===== config.mk =====
export PLATFORM = sky130hd
export DESIGN_NAME = scl_ratio_div
export DESIGN_NICKNAME = d
export VERILOG_FILES = /design/src/rtl/scl_ratio_div_pkg.sv /design/src/rtl/scl_ratio_div_dp.sv /design/src/rtl/scl_ratio_div_ctl.sv /design/src/rtl/scl_ratio_div.sv
export SDC_FILE = /design/constraint.sdc
export NUM_CORES = 1
export LEC_CHECK = 0
export BUFFER_PORTS_ARGS = -buffer_cell sky130_fd_sc_hd__clkbuf_2
export CELL_PAD_IN_SITES_DETAIL_PLACEMENT = 1
export CELL_PAD_IN_SITES_GLOBAL_PLACEMENT = 1
export CORE_ASPECT_RATIO = 1.75
export CORE_MARGIN = 2
export CORE_UTILIZATION = 30
export CTS_BUF_LIST = sky130_fd_sc_hd__clkbuf_4
export CTS_CLUSTER_DIAMETER = 80
export DETAILED_ROUTE_END_ITERATION = 6
export GPL_TIMING_DRIVEN = 0
export PLACE_DENSITY_LB_ADDON = 0.3
export SETUP_SLACK_MARGIN = 0.1
export SYNTH_ARGS = -nofsm -noshare
export SYNTH_HDL_FRONTEND = slang
export SYNTH_SLANG_ARGS = --single-unit

===== constraint.sdc =====
create_clock -name clk -period 4.65 [get_ports clk]
set_input_delay 0.2325 -clock clk [delete_from_list [all_inputs] [get_ports clk]]
set_output_delay 0.2325 -clock clk [all_outputs]
set_load 0.02 [all_outputs]

===== src/rtl/scl_ratio_div_pkg.sv =====
package scl_ratio_div_pkg;

  typedef enum logic [1:0] {
    PH_IDLE = 2'd0,
    PH_LOW  = 2'd1,
    PH_HIGH = 2'd2
  } phaseT;

  // strobes from control to datapath
  typedef struct packed {
    logic loadLow;   // period begins: capture config, load low length
    logic loadHigh;  // low half over: load captured high length
    logic clear;     // disabled: zero the counter
  } ctlStrobesT;

  function automatic logic [3:0] lowUnits(input logic [1:0] sel);
    case (sel)
      2'd1:    lowUnits = 4'd6;
      2'd2:    lowUnits = 4'd11;
      default: lowUnits = 4'd4;   // codes 0 and 3
    endcase
  endfunction

  function automatic logic [3:0] highUnits(input logic [1:0] sel);
    case (sel)
      2'd1, 2'd2: highUnits = 4'd3;
      default:    highUnits = 4'd4;
    endcase
  endfunction

endpackage


===== src/rtl/scl_ratio_div_dp.sv =====
module scl_ratio_div_dp
  import scl_ratio_div_pkg::*;
#(
  parameter int DIV_W = 8,
  parameter int CNT_W = DIV_W + 4
) (
  input  logic             clk,
  input  logic             rstN,
  input  ctlStrobesT       ctl,
  input  logic [DIV_W-1:0] divVal,
  input  logic [1:0]       ratioSel,
  input  logic             slaveMode,
  output logic             phaseDone
);

  logic [DIV_W-1:0] divEff;
  logic [CNT_W-1:0] unitLen;
  logic [CNT_W-1:0] lenLow;
  logic [CNT_W-1:0] lenHigh;
  logic [CNT_W-1:0] cnt;
  logic [CNT_W-1:0] highLenQ;

  // slave mode forbids a zero divider
  assign divEff  = (slaveMode && (divVal == '0)) ? DIV_W'(1) : divVal;
  assign unitLen = CNT_W'(divEff) + CNT_W'(1);
  assign lenLow  = CNT_W'(lowUnits(ratioSel)) * unitLen + CNT_W'(2);
  assign lenHigh = CNT_W'(highUnits(ratioSel)) * unitLen + CNT_W'(2);

  always_ff @(posedge clk) begin
    if (!rstN) begin
      cnt      <= '0;
      highLenQ <= '0;
    end else if (ctl.clear) begin
      cnt      <= '0;
    end else if (ctl.loadLow) begin
      cnt      <= lenLow - CNT_W'(1);
      highLenQ <= lenHigh;
    end else if (ctl.loadHigh) begin
      cnt      <= highLenQ - CNT_W'(1);
    end else if (cnt != '0) begin
      cnt      <= cnt - CNT_W'(1);
    end
  end

  assign phaseDone = (cnt == '0);

  // captured high length only moves at a period start
  AST_HIGH_LEN_HELD: assert property (@(posedge clk) disable iff (!rstN)
    !ctl.loadLow |=> $stable(highLenQ)) else $error("high length changed mid-period");

  // slave mode: shortest low half is 4 units of 2 cycles plus 2
  AST_SLAVE_MIN_LOW: assert property (@(posedge clk) disable iff (!rstN)
    (ctl.loadLow && slaveMode) |=> (cnt >= CNT_W'(9))) else $error("slave low half too short");

endmodule


===== src/rtl/scl_ratio_div_ctl.sv =====
module scl_ratio_div_ctl
  import scl_ratio_div_pkg::*;
(
  input  logic       clk,
  input  logic       rstN,
  input  logic       enable,
  input  logic       phaseDone,
  output ctlStrobesT ctl,
  output logic       sclOut,
  output logic       lowStart,
  output logic       highStart
);

  phaseT state;
  phaseT nextState;

  always_comb begin
    nextState = state;
    ctl       = '0;
    case (state)
      PH_IDLE: begin
        if (enable) begin
          nextState   = PH_LOW;
          ctl.loadLow = 1'b1;
        end else begin
          ctl.clear = 1'b1;
        end
      end
      PH_LOW: begin
        if (!enable) begin
          nextState = PH_IDLE;
          ctl.clear = 1'b1;
        end else if (phaseDone) begin
          nextState    = PH_HIGH;
          ctl.loadHigh = 1'b1;
        end
      end
      PH_HIGH: begin
        if (!enable) begin
          nextState = PH_IDLE;
          ctl.clear = 1'b1;
        end else if (phaseDone) begin
          nextState   = PH_LOW;
          ctl.loadLow = 1'b1;
        end
      end
      default: begin
        nextState = PH_IDLE;
        ctl.clear = 1'b1;
      end
    endcase
  end

  always_ff @(posedge clk) begin
    if (!rstN) begin
      state     <= PH_IDLE;
      lowStart  <= 1'b0;
      highStart <= 1'b0;
    end else begin
      state     <= nextState;
      lowStart  <= ctl.loadLow;
      highStart <= ctl.loadHigh;
    end
  end

  assign sclOut = (state != PH_LOW);

  AST_LOW_TO_HIGH: assert property (@(posedge clk) disable iff (!rstN)
    (state == PH_LOW && phaseDone && enable) |=> (state == PH_HIGH && highStart)) else $error("low half not followed by high half");

  AST_STROBE_EXCL: assert property (@(posedge clk) disable iff (!rstN)
    !(lowStart && highStart)) else $error("both strobes high");

endmodule


===== src/rtl/scl_ratio_div.sv =====
module scl_ratio_div
  import scl_ratio_div_pkg::*;
#(
  parameter int DIV_W = 8
) (
  input  logic             clk,
  input  logic             rstN,
  input  logic             enable,
  input  logic [DIV_W-1:0] divVal,
  input  logic [1:0]       ratioSel,
  input  logic             slaveMode,
  output logic             sclOut,
  output logic             lowStart,
  output logic             highStart
);

  localparam int CNT_W = DIV_W + 4;

  ctlStrobesT ctl;
  logic       phaseDone;

  scl_ratio_div_ctl u_ctl (
    .clk       (clk),
    .rstN      (rstN),
    .enable    (enable),
    .phaseDone (phaseDone),
    .ctl       (ctl),
    .sclOut    (sclOut),
    .lowStart  (lowStart),
    .highStart (highStart)
  );

  scl_ratio_div_dp #(.DIV_W(DIV_W), .CNT_W(CNT_W)) u_dp (
    .clk       (clk),
    .rstN      (rstN),
    .ctl       (ctl),
    .divVal    (divVal),
    .ratioSel  (ratioSel),
    .slaveMode (slaveMode),
    .phaseDone (phaseDone)
  );

  AST_DISABLE_RELEASE: assert property (@(posedge clk) disable iff (!rstN)
    !enable |=> (sclOut && !lowStart && !highStart)) else $error("SCL not released when disabled");

  AST_FALL_MARKED: assert property (@(posedge clk) disable iff (!rstN)
    $fell(sclOut) |-> lowStart) else $error("SCL fell without low strobe");

endmodule


After elaboration in Yosys (flattened, before gate mapping)
Cells that the tools add are included.

cells by class
  add/subtract/negate cells = 6
  $mul = 2
  equal/unequal tests = 8
  mux-type cells = 19
  bitwise logic cells = 2
  reduce and logical (&&, ||, !) cells = 11

operators by type and width
  cell                                                 number
  2-to-1 mux 12 bit                                    3
  subtractor 12 x 1 -> 12 bit, second input constant   3
  adder 12 x 2 -> 12 bit, second input constant        2
  zero test 12 bit                                     1
  multiplier 3 x 12 -> 12 bit                          1
  multiplier 4 x 12 -> 12 bit                          1
  nonzero test 12 bit                                  1
  2-to-1 mux 2 bit                                     5
  adder 8 x 1 -> 9 bit, second input constant          1
  zero test 8 bit                                      1
  2-to-1 mux 8 bit                                     1
  case mux 4 bit (2 select lines)                      1
  2-to-1 mux 1 bit                                     6
  != test 3 bit, second input constant                 2
  case mux 2 bit (3 select lines)                      1
  equality test 2 x 1 -> 1 bit, second input constant  2
  equality test 2 bit, second input constant           2
  OR reduction 2 bit                                   2
  2-to-1 mux 3 bit                                     1
  AND reduction 3 bit                                  1
  nonzero test 3 bit                                   1
  OR reduction 3 bit                                   1
  zero test 2 bit                                      1
  != test 2 x 1 -> 1 bit, second input constant        1
  5 further kinds                                      6

word-level totals
  register bits = 28
  input bits = 14

Depth between registers and ports, before layout
Gate-level depths: netlist (run 1).

  depth after elaboration = 8
  depth in mapped cells = 20
  gate-level depth less buffers = 20

Hierarchy
A second synthesis (run 1) with hierarchy kept.

second synthesis, totals
  cell total of the unflattened synthesis = 408
  area, all modules = 3195.6 um^2

modules (own cells, without submodules)
  module             instances  cells an instance  area each (um^2)
  scl_ratio_div_dp   1          390                3040.4
  scl_ratio_div_ctl  1          18                 155.1

Worst setup path after synthesis (run 1)
Ideal clock, no wire load.

  path kind = in2reg
  from = in slaveMode
  to = reg u_dp.cnt[9]
  library setup time = 0.087 ns
  arrival = 4.117 ns
  required time = 4.563 ns
  setup slack = 0.446 ns
  cell stages on the path = 18
  buffers on the path = 0
  cell sequence = nor4b_1 > a21oi_1 > inv_1 > ha_1 > nand3_1 > xor2_1 > nor2_1 > fa_1 > inv_1 > fa_1 > inv_1 > ha_1 > nand3_1 > o211ai_1 > or4_1 > o21ai_0 > xor2_1 > a221oi_2

between the ends
  word-level cells in the longest chain between the ends = 7

ends and longest elaborated chain
  item                         line                    RTL
  start: declaration           scl_ratio_div.sv:11     input logic slaveMode,
  logical AND 1 bit            scl_ratio_div_dp.sv:24  assign divEff = (slaveMode && (divVal == '0)) ? DIV_W'(1) : divVal;
  2-to-1 mux 8 bit             scl_ratio_div_dp.sv:24
  adder 8 x 1 -> 9 bit         scl_ratio_div_dp.sv:25  assign unitLen = CNT_W'(divEff) + CNT_W'(1);
  multiplier 4 x 12 -> 12 bit  scl_ratio_div_dp.sv:26  assign lenLow = CNT_W'(lowUnits(ratioSel)) * unitLen + CNT_W'(2);
  adder 12 x 2 -> 12 bit       scl_ratio_div_dp.sv:26
  subtractor 12 x 1 -> 12 bit  scl_ratio_div_dp.sv:36  cnt <= lenLow - CNT_W'(1);
  2-to-1 mux 12 bit            scl_ratio_div_dp.sv:35  end else if (ctl.loadLow) begin
  end signal: assignment       scl_ratio_div_dp.sv:36
  end signal: assignment       scl_ratio_div_dp.sv:39  cnt <= highLenQ - CNT_W'(1);
  end signal: assignment       scl_ratio_div_dp.sv:41  cnt <= cnt - CNT_W'(1);
  end: declaration             scl_ratio_div_dp.sv:20  logic [CNT_W-1:0] cnt;

Every way passes these cells.
A chain may end at the register's enable or synchronous reset.

Final worst setup path (run 1)
  from = in divVal[6]
  to = reg u_dp.cnt[9]

between the ends
  word-level cells in the longest chain between the ends = 8

ends and longest elaborated chain
  item                             line                    RTL
  start: declaration               scl_ratio_div.sv:9      input logic [DIV_W-1:0] divVal,
  zero test 8 bit                  scl_ratio_div_dp.sv:24
  logical AND 1 bit                scl_ratio_div_dp.sv:24
  2-to-1 mux 8 bit (*)             scl_ratio_div_dp.sv:24
  adder 8 x 1 -> 9 bit (*)         scl_ratio_div_dp.sv:25
  multiplier 4 x 12 -> 12 bit (*)  scl_ratio_div_dp.sv:26
  adder 12 x 2 -> 12 bit (*)       scl_ratio_div_dp.sv:26
  subtractor 12 x 1 -> 12 bit (*)  scl_ratio_div_dp.sv:36
  2-to-1 mux 12 bit (*)            scl_ratio_div_dp.sv:35

Mark *: on every way between the ends. The rest lies on a longest branch, timed or not.

==> impl_metrics.toml, run 1 <==
[yosys]
ys_seq_elements = 28
synth_area_leaders = "dfxtp_1 17%, ha_1 13%, fa_1 9.0%"
synth_top_family_by_area = "simple AND/OR/NAND/NOR gates"
syn_area_per_cell_um2 = 7.67
synthFlopType = "dfxtp_1"
synth_warnings = 0
synthCells = 433
synth_top_area_share_pct = 16.9
async_reset_ff_share_pct = 0
ys_seq_area_share_pct = 16.9
yosys.area.top_type = "dfxtp_1"
syn_nets = 497
synthTopCellsByCount = "41 x nand2_1, 41 x nor2_1, 38 x inv_1"
synth-edff-count = 0
synth_area_um2 = 3320
yosys.cell_types.count = 55
synth-xor-area-share_pct = 7.38
synthAdderAreaFrac_pct = 22.5
synthSimpleGateAreaFrac_pct = 24.1
synth_mux_area_share_pct = 0.942
synth-compound-area-share_pct = 21.5

[clock_network]
max-clock-path-buffers = 2
htree_levels = 1
cts_root_buf = "clkbuf_4"
cts_made_buffers = 3
ctsHoldBuffers = 0
worstSkewPairLatency_ns = 0.37
clkTransAtPathRegs_ns = 0.17
cts_tree = "done"
cts_sinks = 28

[detailed_routing]
drc = 0
drt-vias-per-instance = 5.44
antenna_left = 0
drt-pass1-iter-count = 4
drt-total-wl_um = 10400
via_count = 3182
drt_iter0_drc = 76
wl_per_cell_um = 17.8

[critical_path]
worst-setup-path-type = "in -> reg"
crit_arrival_ns = 4.59
crit_buf_inv = 4
path_max_fanout = 10
worstSetupStartpoint = "divVal[6]"
endpoint_kind = "register"
cp.required_ns = 4.95
crit_family = "adder cells"
crit_top_cell = "inv_1"
cp_slowest_cell = "fa_1"
setup.worst_path.start_class = "primary input"
r2r-start = "u_ctl.state[1]"
cpPeakStageDelay_ns = 0.57
crit_path_cell_trace = "clkbuf_2 -> nor4_4 -> a21oi_4 -> inv_1 -> ha_1 -> nand3_2 -> xor2_2 -> nor2_1 -> fa_1 -> inv_1 -> fa_1 -> inv_1 -> ha_1 -> nand3_1 -> o211ai_1 -> or4_1 -> o21ai_0 -> xor2_1 -> a221oi_2"

[grt]
grt-ovfl-total = 0
grt.total_usage_pct = 18.1
grt_pass1_vias = 3518
antenna_found_initial = 1
grt_pass1_wl_um = 17200
grt_max_degree = 17

[floorplanning]
core-area_um2 = 10800
chipWidth_um = 83.5
die_h_um = 143
start_util_pct = 30.9
rows = 50
ioPinCount = 17
dieArea_um2 = 12000

[cells_and_area]
nFillCells = 1348
area_growth_pct = 11.3
nets = 519
fin_util_pct = 34.4
finalNonFillerCells = 585
drive_above_1_share_pct = 11.0

[outcome]
outcome = "complete, no violations"

[sta]
fin_crit_sh_pct = 92.2
final_hold_viol_count = 0
fmax_ghz = 0.233
relSlewSlack_pct = 50.6
maxSlewViolCount = 0
whs_ns = 0.201
finalSetupViolations = 0
rsz0062_at_grt = "no"
period_minus_slack_ns = 4.29
final.setup_skew_ns = 0.0125
worst_pin_slew_ns = 0.739

[placement]
io_buffers = 16
hpwl_um = 8810
numPlacedInstances = 579
gp_congestion = 0.915

[run]
cap_violations = 0

[power]
p_leak_uw = 0.00166
power.density_nw_per_um2 = 305
report.power.total_uw = 1130
max-vdd-ir-drop_v = 0.000276

[worst_hold_path]
hp-class = "in -> reg"
hp-start = "enable"
[cell usage in the layout (no fill, tap or decap), types with 3 or more instances in the layout]
cell,count
o21ai_0,20
fa_1,15
clkbuf_2,16
ha_1,35
dfxtp_1,28
a21oi_1,32
nand2b_1,10
nand4_1,5
nand3_1,11
clkbuf_4,3
or2_2,5
o21a_1,4
nand2_1,41
xor2_1,8
a211oi_1,6
xnor2_1,17
nor3_1,9
nor2_1,40
clkbuf_1,10
a31oi_1,12
a21o_1,8
and2_1,3
buf_2,6
nor2b_1,7
o211ai_1,9
or3_1,6
inv_1,38
[worst paths after layout]
check,end,slack (ns),cells past startpoint
worst min-delay path,u_ctl.state[1],0.20,3
worst min register to register,u_dp.highLenQ[0],0.51,2
worst max register to register,u_dp.cnt[10],1.45,11
worst max-delay path,u_dp.cnt[9],0.36,19
[through the flow]
step	setup slack (ns)	setup TNS, ns	area (um^2)
after global routing	0.0735	0	3700
after CTS	0.100	0	3640
after floorplan	0.446	0	3320
after global placement	-0.476	-1.41	3560
after detailed placement	-0.512	-1.89	3560
final	0.363	0	3700
[power breakdown]
group	internal, uW	switching, uW	leakage, uW	total, uW
logic	256	387	0.00140	643
clock network	87.5	84.5	0.0000279	172
registers	268	45.7	0.000230	314
total	611	517	0.00166	1130
[worst reg2reg max path: stages, from the launching register on]
cell and delay (ns):
dfxtp_1 0.34, clkbuf_1 0.36, nor2b_1 0.12, nand2_1 0.17, nor3_4 0.11, a21oi_1 0.21, ha_1 0.24, nor3b_1 0.64
o21ai_0 0.30, a211oi_1 0.29, xor2_1 0.12, o32ai_1 0.21
[state kept, by name, summed over array words and instances, names as in the netlist]
name	flops
u_ctl.highStart	1
u_ctl.lowStart	1
u_ctl.state	2
u_dp.cnt	12
u_dp.highLenQ	12
[layout make-up]
type / count / area (um^2) / share of cell area (%)
plain buffers: 16 / 67.6 / 1.83
clock buffers: 3 / 22.5 / 0.609
multi-input cells: 349 / 2620 / 70.7
diodes: 1 / 2.50 / 0.0677
flip-flops and latches: 28 / 561 / 15.2
clock inverters: 1 / 30.0 / 0.812
well taps: 130 / 163 / 4.40
repair buffers: 17 / 87.6 / 2.37
inverters: 40 / 150 / 4.06
[cells by family after synthesis]
kind of cell / Yosys count
compound gates: 110
fa+ha+maj: 51
xor+xnor: 28
buf+inv: 56
mux: 3
simple gates: 156
other cells: 1
flops: 28
[metal layers]
layer	track usage [%]	vias up	wire length (um)
met2	37.2	50	6020
met5	0	-	0
met3	1.04	28	146
met4	10.3	0	481
li1	-	1559	-
met1	17.2	1545	3780
[repair_timing]
action	in CTS	in global routing
pin swaps	0	1
endpoints found under the setup margin	2	4
resized for setup	3	8
buffers inserted	0	1
Power figures use the tool's default switching activity.
==> run 2, diff against run 1 <==
--- a/config.mk
+++ b/config.mk
@@ -11,7 +11,6 @@
 export CORE_ASPECT_RATIO = 1.75
 export CORE_MARGIN = 2
 export CORE_UTILIZATION = 30
-export CTS_BUF_LIST = sky130_fd_sc_hd__clkbuf_4
 export CTS_CLUSTER_DIAMETER = 80
 export DETAILED_ROUTE_END_ITERATION = 6
 export GPL_TIMING_DRIVEN = 0
==> run 2 against run 1 <==
Combinational power grew 1%. Critical endpoint is now u_dp.cnt[11]. Sequential share of layout area shrank 0.44 points. Critical path type unchanged. Non-clock buffer count grew 1. Final area grew 3.0%. Flip-flop and latch count is the same. Clock skew shrank 0.0054 ns. Highest routed layer unchanged. Clock power grew 52%. Critical path depth is the same. Wire length shrank 0.14%. Worst hold slack gained 0.13 ns.
==> impl_metrics.toml, run 2 (synthesis gave the netlist of run 1 again) <==
[floorplanning]
rows = 50
die_h_um = 143
ioPinCount = 17
dieArea_um2 = 12000
start_util_pct = 30.9
chipWidth_um = 83.5
core-area_um2 = 10800

[detailed_routing]
drt-pass1-iter-count = 4
antenna_left = 0
drt_iter0_drc = 80
drt-vias-per-instance = 5.54
drc = 0
drt-total-wl_um = 10400
via_count = 3241
wl_per_cell_um = 17.8

[cells_and_area]
diodes = 0
reg.largest.list = "u_dp.cnt: 12 flops, u_dp.highLenQ: 12 flops, u_ctl.state: 2 flops"
drive_above_1_share_pct = 11.9
mostFrequentLayoutCells = "40 x nand2_1, 39 x nor2_1, 38 x inv_1"
area_growth_pct = 14.7
finalNonFillerCells = 585
fin_util_pct = 35.4
final_common_cell = "nand2_1"
nets = 520

[grt]
grt_pass1_vias = 3537
antenna_found_initial = 0
grt.total_usage_pct = 18.0
grt_max_degree = 17
grt_pass1_wl_um = 17200
grt-ovfl-total = 0

[power]
p_leak_uw = 0.00169
max-vdd-ir-drop_v = 0.000242
report.power.total_uw = 1220
power.density_nw_per_um2 = 321

[sta]
final.setup_skew_ns = 0.00710
maxSlewViolCount = 0
relSlewSlack_pct = 52.4
period_minus_slack_ns = 4.37
fmax_ghz = 0.229
finalSetupViolations = 0
final_hold_viol_count = 0
worst_slack_ns = 0.282
rsz0062_at_grt = "no"
worst_pin_slew_ns = 0.713
fin_crit_sh_pct = 93.9
whs_ns = 0.330

[run]
cap_violations = 0

[placement]
gp_congestion = 0.915
numPlacedInstances = 579
hpwl_um = 8810
preCtsSetupSlack_ns = -0.512
io_buffers = 16

[critical_path]
endpoint_kind = "register"
cp.required_ns = 4.80
crit_arrival_ns = 4.52
worst-setup-path-type = "in -> reg"
setup.worst_path.start_class = "primary input"
path_max_fanout = 10

[clock_network]
clkTransAtPathRegs_ns = 0.07
ctsHoldBuffers = 0
worstSkewPairLatency_ns = 0.27
cts_tree = "done"
cts_made_buffers = 3
htree_levels = 1
cts_sinks = 28
cts_root_buf = "clkbuf_16"
max-clock-path-buffers = 2

[worst_hold_path]
hp-class = "in -> reg"

[outcome]
outcome = "complete, no violations"
==> run 2: changes by cell type in the layout (fill, tap and decap cells not counted) <==
cell and delta:
clkbuf_16 +3, clkbuf_4 -3, xor2_2 -2, xor2_4 +2
buf_4 +1, diode_2 -1, ha_1 -1, ha_4 +1
nand2_1 -1, nand2_2 +1, nand3_2 -1, nand3_4 +1
nor2_1 -1, nor2_4 +1
==> run 2: final timing paths <==
path	endpoint	cells past startpoint	from	slack (ns)
max	u_dp.cnt[11]	19	divVal[6]	0.28
min	u_ctl.state[1]	3	enable	0.33
max reg2reg	u_dp.cnt[10]	11	u_ctl.state[1]	1.54
min reg2reg	u_dp.highLenQ[0]	2	u_dp.highLenQ[0]	0.50
==> run 2: per-layer routing <==
layer / global-route usage (%) / wire length, um
met3: 1.04 / 203
met4: 10.6 / 703
met2: 36.9 / 5850
met5: 0 / 0
met1: 17.1 / 3670
==> run 2: power breakdown <==
part	switching (uW)	total, uW	internal, uW
clock network	88.8	261	172
logic	390	650	260
registers	45.5	314	268
total	524	1220	700
==> run 2: repair_timing <==
action | CTS | global route
resized for setup | 6 | 13
buffers inserted | 0 | 2
hold endpoints to repair | 0 | 0
endpoints found under the setup margin | 6 | 3
pin swaps | 0 | 2
==> run 2: worst max-delay path: stages <==
cell      delay [ns]
clkbuf_2        0.16
nor4_4          0.34
a21oi_4         0.16
inv_1           0.18
ha_4            0.22
nand3_4         0.13
xor2_4          0.27
nor2_2          0.09
fa_1            0.56
inv_1           0.06
fa_1            0.52
inv_1           0.04
ha_1            0.36
nand3_1         0.11
o211ai_1        0.12
or4_1           0.45
a31oi_1         0.22
xnor2_1         0.19
a21oi_1         0.11
==> run 2: cell type report <==
| class | count | area [um^2] |
|---|---|---|
| timing repair buffer | 18 | 95.1 |
| sequential | 28 | 561 |
| inverter | 40 | 150 |
| buffer | 16 | 67.6 |
| clock buffer | 3 | 75.1 |
| multi-input combinational | 349 | 2670 |
| fill | 1337 | 6950 |
| clock inverter | 1 | 30.0 |
| tap | 130 | 163 |
==> run 2: per-stage QoR <==
stage	TNS, ns	cell area [um^2]
floorplan	0	3320
global placement	-1.41	3560
detailed placement	-1.89	3560
CTS	0	3710
global route	0	3810
finish	0	3810
==> run 3, diff against run 2 <==
--- a/config.mk
+++ b/config.mk
@@ -13,6 +13,7 @@
 export CORE_UTILIZATION = 30
 export CTS_CLUSTER_DIAMETER = 80
 export DETAILED_ROUTE_END_ITERATION = 6
+export GPL_ROUTABILITY_DRIVEN = 0
 export GPL_TIMING_DRIVEN = 0
 export PLACE_DENSITY_LB_ADDON = 0.3
 export SETUP_SLACK_MARGIN = 0.1
==> constraint.sdc (replaced) <==
create_clock -name clk -period 4.6 [get_ports clk]
set_input_delay 0.23 -clock clk [delete_from_list [all_inputs] [get_ports clk]]
set_output_delay 0.23 -clock clk [all_outputs]
set_load 0.02 [all_outputs]
==> run 3 against run 2 <==
Final cell count stayed put. First-iteration DRC count shrank 24%. Wire length hardly changed. Global-route usage about the same. Worst hold slack lost 0.0069 ns. Non-clock buffer count unchanged. Sequential share of layout area rose by 0.19 points. Power grew 1.2%. Final area shrank 1.2%. Critical path type unchanged. Critical endpoint is now u_dp.cnt[9]. Largest cell class unchanged. Largest power group unchanged.
==> impl_metrics.toml, run 3 (synthesis gave the netlist of run 1 again) <==
[outcome]
outcome = "complete, no violations"

[grt]
antenna_found_initial = 0
grt_pass1_wl_um = 16900
grtUsageMet1_pct = 16.9
busiest_layer = "met2"
grt_max_degree = 17
grt_util_met3_pct = 1.33
grt_pass1_vias = 3351
grt.total_usage_pct = 18.0
met2_usage_pct = 36.6
grt-ovfl-total = 0

[detailed_routing]
drt_iter0_drc = 61
drt-total-wl_um = 10400
drc = 0
drt-vias-per-instance = 5.42
via_count = 3170
antenna_left = 0
wl_per_cell_um = 17.8
drt-pass1-iter-count = 4

[floorplanning]
start_util_pct = 30.9
die_h_um = 143
ioPinCount = 17
rows = 50
chipWidth_um = 83.5
dieArea_um2 = 12000
core-area_um2 = 10800

[critical_path]
worst-setup-path-type = "in -> reg"
cp.required_ns = 4.79
path_max_fanout = 10
crit_arrival_ns = 4.48
setup.worst_path.start_class = "primary input"
cpPeakStageDelay_ns = 0.47
cp_slowest_cell = "fa_1"
crit_buf_inv = 3
crit_path_cell_trace = "clkbuf_2 -> nor4b_4 -> a21oi_4 -> inv_1 -> ha_2 -> nand3_2 -> xor2_2 -> buf_4 -> or2_2 -> xnor2_1 -> xnor2_1 -> fa_1 -> ha_1 -> nand3_1 -> o211ai_1 -> or4_4 -> o21ai_0 -> xor2_1 -> a221oi_2"
crit_top_cell = "xnor2_1"
r2r_slack_ns = 1.41
endpoint_kind = "register"
crit_family = "simple AND/OR/NAND/NOR gates"

[sta]
relSlewSlack_pct = 52.3
fin_crit_sh_pct = 93.4
period_minus_slack_ns = 4.30
finalSetupViolations = 0
final_hold_viol_count = 0
worst_pin_slew_ns = 0.714
final.setup_skew_ns = 0.00438
whs_ns = 0.324
fmax_ghz = 0.233
maxSlewViolCount = 0
rsz0062_at_grt = "no"

[power]
power.density_nw_per_um2 = 329
p_leak_uw = 0.00168
power.internal_uw = 706
power_frac_clock_pct = 21.6
seqPwrFrac_pct = 25.6
switching_share_pct = 43.0
comb_power_share_pct = 52.8
max-vdd-ir-drop_v = 0.000181
switchingPower_uw = 532

[clock_network]
cts_root_buf = "clkbuf_16"
cts_made_buffers = 3
clkTransAtPathRegs_ns = 0.07
max-clock-path-buffers = 2
cts_sinks = 28
htree_levels = 1
worstSkewPairLatency_ns = 0.27
cts_tree = "done"

[cells_and_area]
diodes = 0
nets = 520
mostFrequentLayoutCells = "41 x nand2_1, 40 x nor2_1, 38 x inv_1"
reg.largest.list = "u_dp.cnt: 12 flops, u_dp.highLenQ: 12 flops, u_ctl.state: 2 flops"
area_growth_pct = 13.2
drive_above_1_share_pct = 11.6
design_area_um2 = 3760
final_common_cell = "nand2_1"

[worst_hold_path]
hp-class = "in -> reg"

[run]
cap_violations = 0

[placement]
io_buffers = 16
place_area_um2 = 3560
hpwl_um = 8770
[run 3: layer usage]
layer	vias up	part of all wire [%]
met2	63	57
met5	-	0
met3	29	1.8
li1	1556	-
met4	0	5.4
met1	1522	36
[run 3: metrics by stage]
step	power, uW	util [%]	setup TNS, ns	std cells	worst slack [ns]
after floorplan	787	-	0	433	0.398
after global placement	946	33.1	-1.63	579	-0.480
after detailed placement	964	33.1	-2.32	579	-0.618
after CTS	1240	34.6	0	584	0.111
after global routing	1340	35.0	0	585	0.0596
final	1240	35.0	0	585	0.302
[run 3: layout make-up]
cell class,count,area [um^2]
Fill cell,1357,7000
Multi-Input combinational cell,349,2620
Sequential cell,28,561
Tap cell,130,163
Inverter,40,150
Timing Repair Buffer,18,95.1
Clock buffer,3,75.1
Buffer,16,67.6
Clock inverter,1,30.0
[run 3: tightest hold or removal path: cells and delay by family]
| kind | cells | cell delay [ns] |
|---|---|---|
| buffers and inverters | 1 | 0.13 |
| AND/OR/NAND/NOR | 2 | 0.20 |
[run 3: power by group through the flow]
stage	sequential (uW)	combinational, uW	clock [uW]
after global routing	320	740	281
final	317	654	267
after floorplan	303	484	0
after CTS	316	653	273
after detailed placement	322	642	0
after global placement	320	626	0
[run 3: worst paths after layout]
check	from	depth (start not counted)	endpoint
worst max-delay path	divVal[4]	19	u_dp.cnt[9]
worst min-delay path	enable	3	u_ctl.state[1]
worst max register to register	u_ctl.state[1]	11	u_dp.cnt[10]
worst min register to register	u_dp.highLenQ[0]	2	u_dp.highLenQ[0]
[run 3: repair_timing]
action / 4_1_cts / 5_1_grt
setup buffers: 1 / 1
setup endpoints to repair: 6 / 3
pin swaps: 1 / 4
hold buffers: 0 / 0
resized for setup: 7 / 6
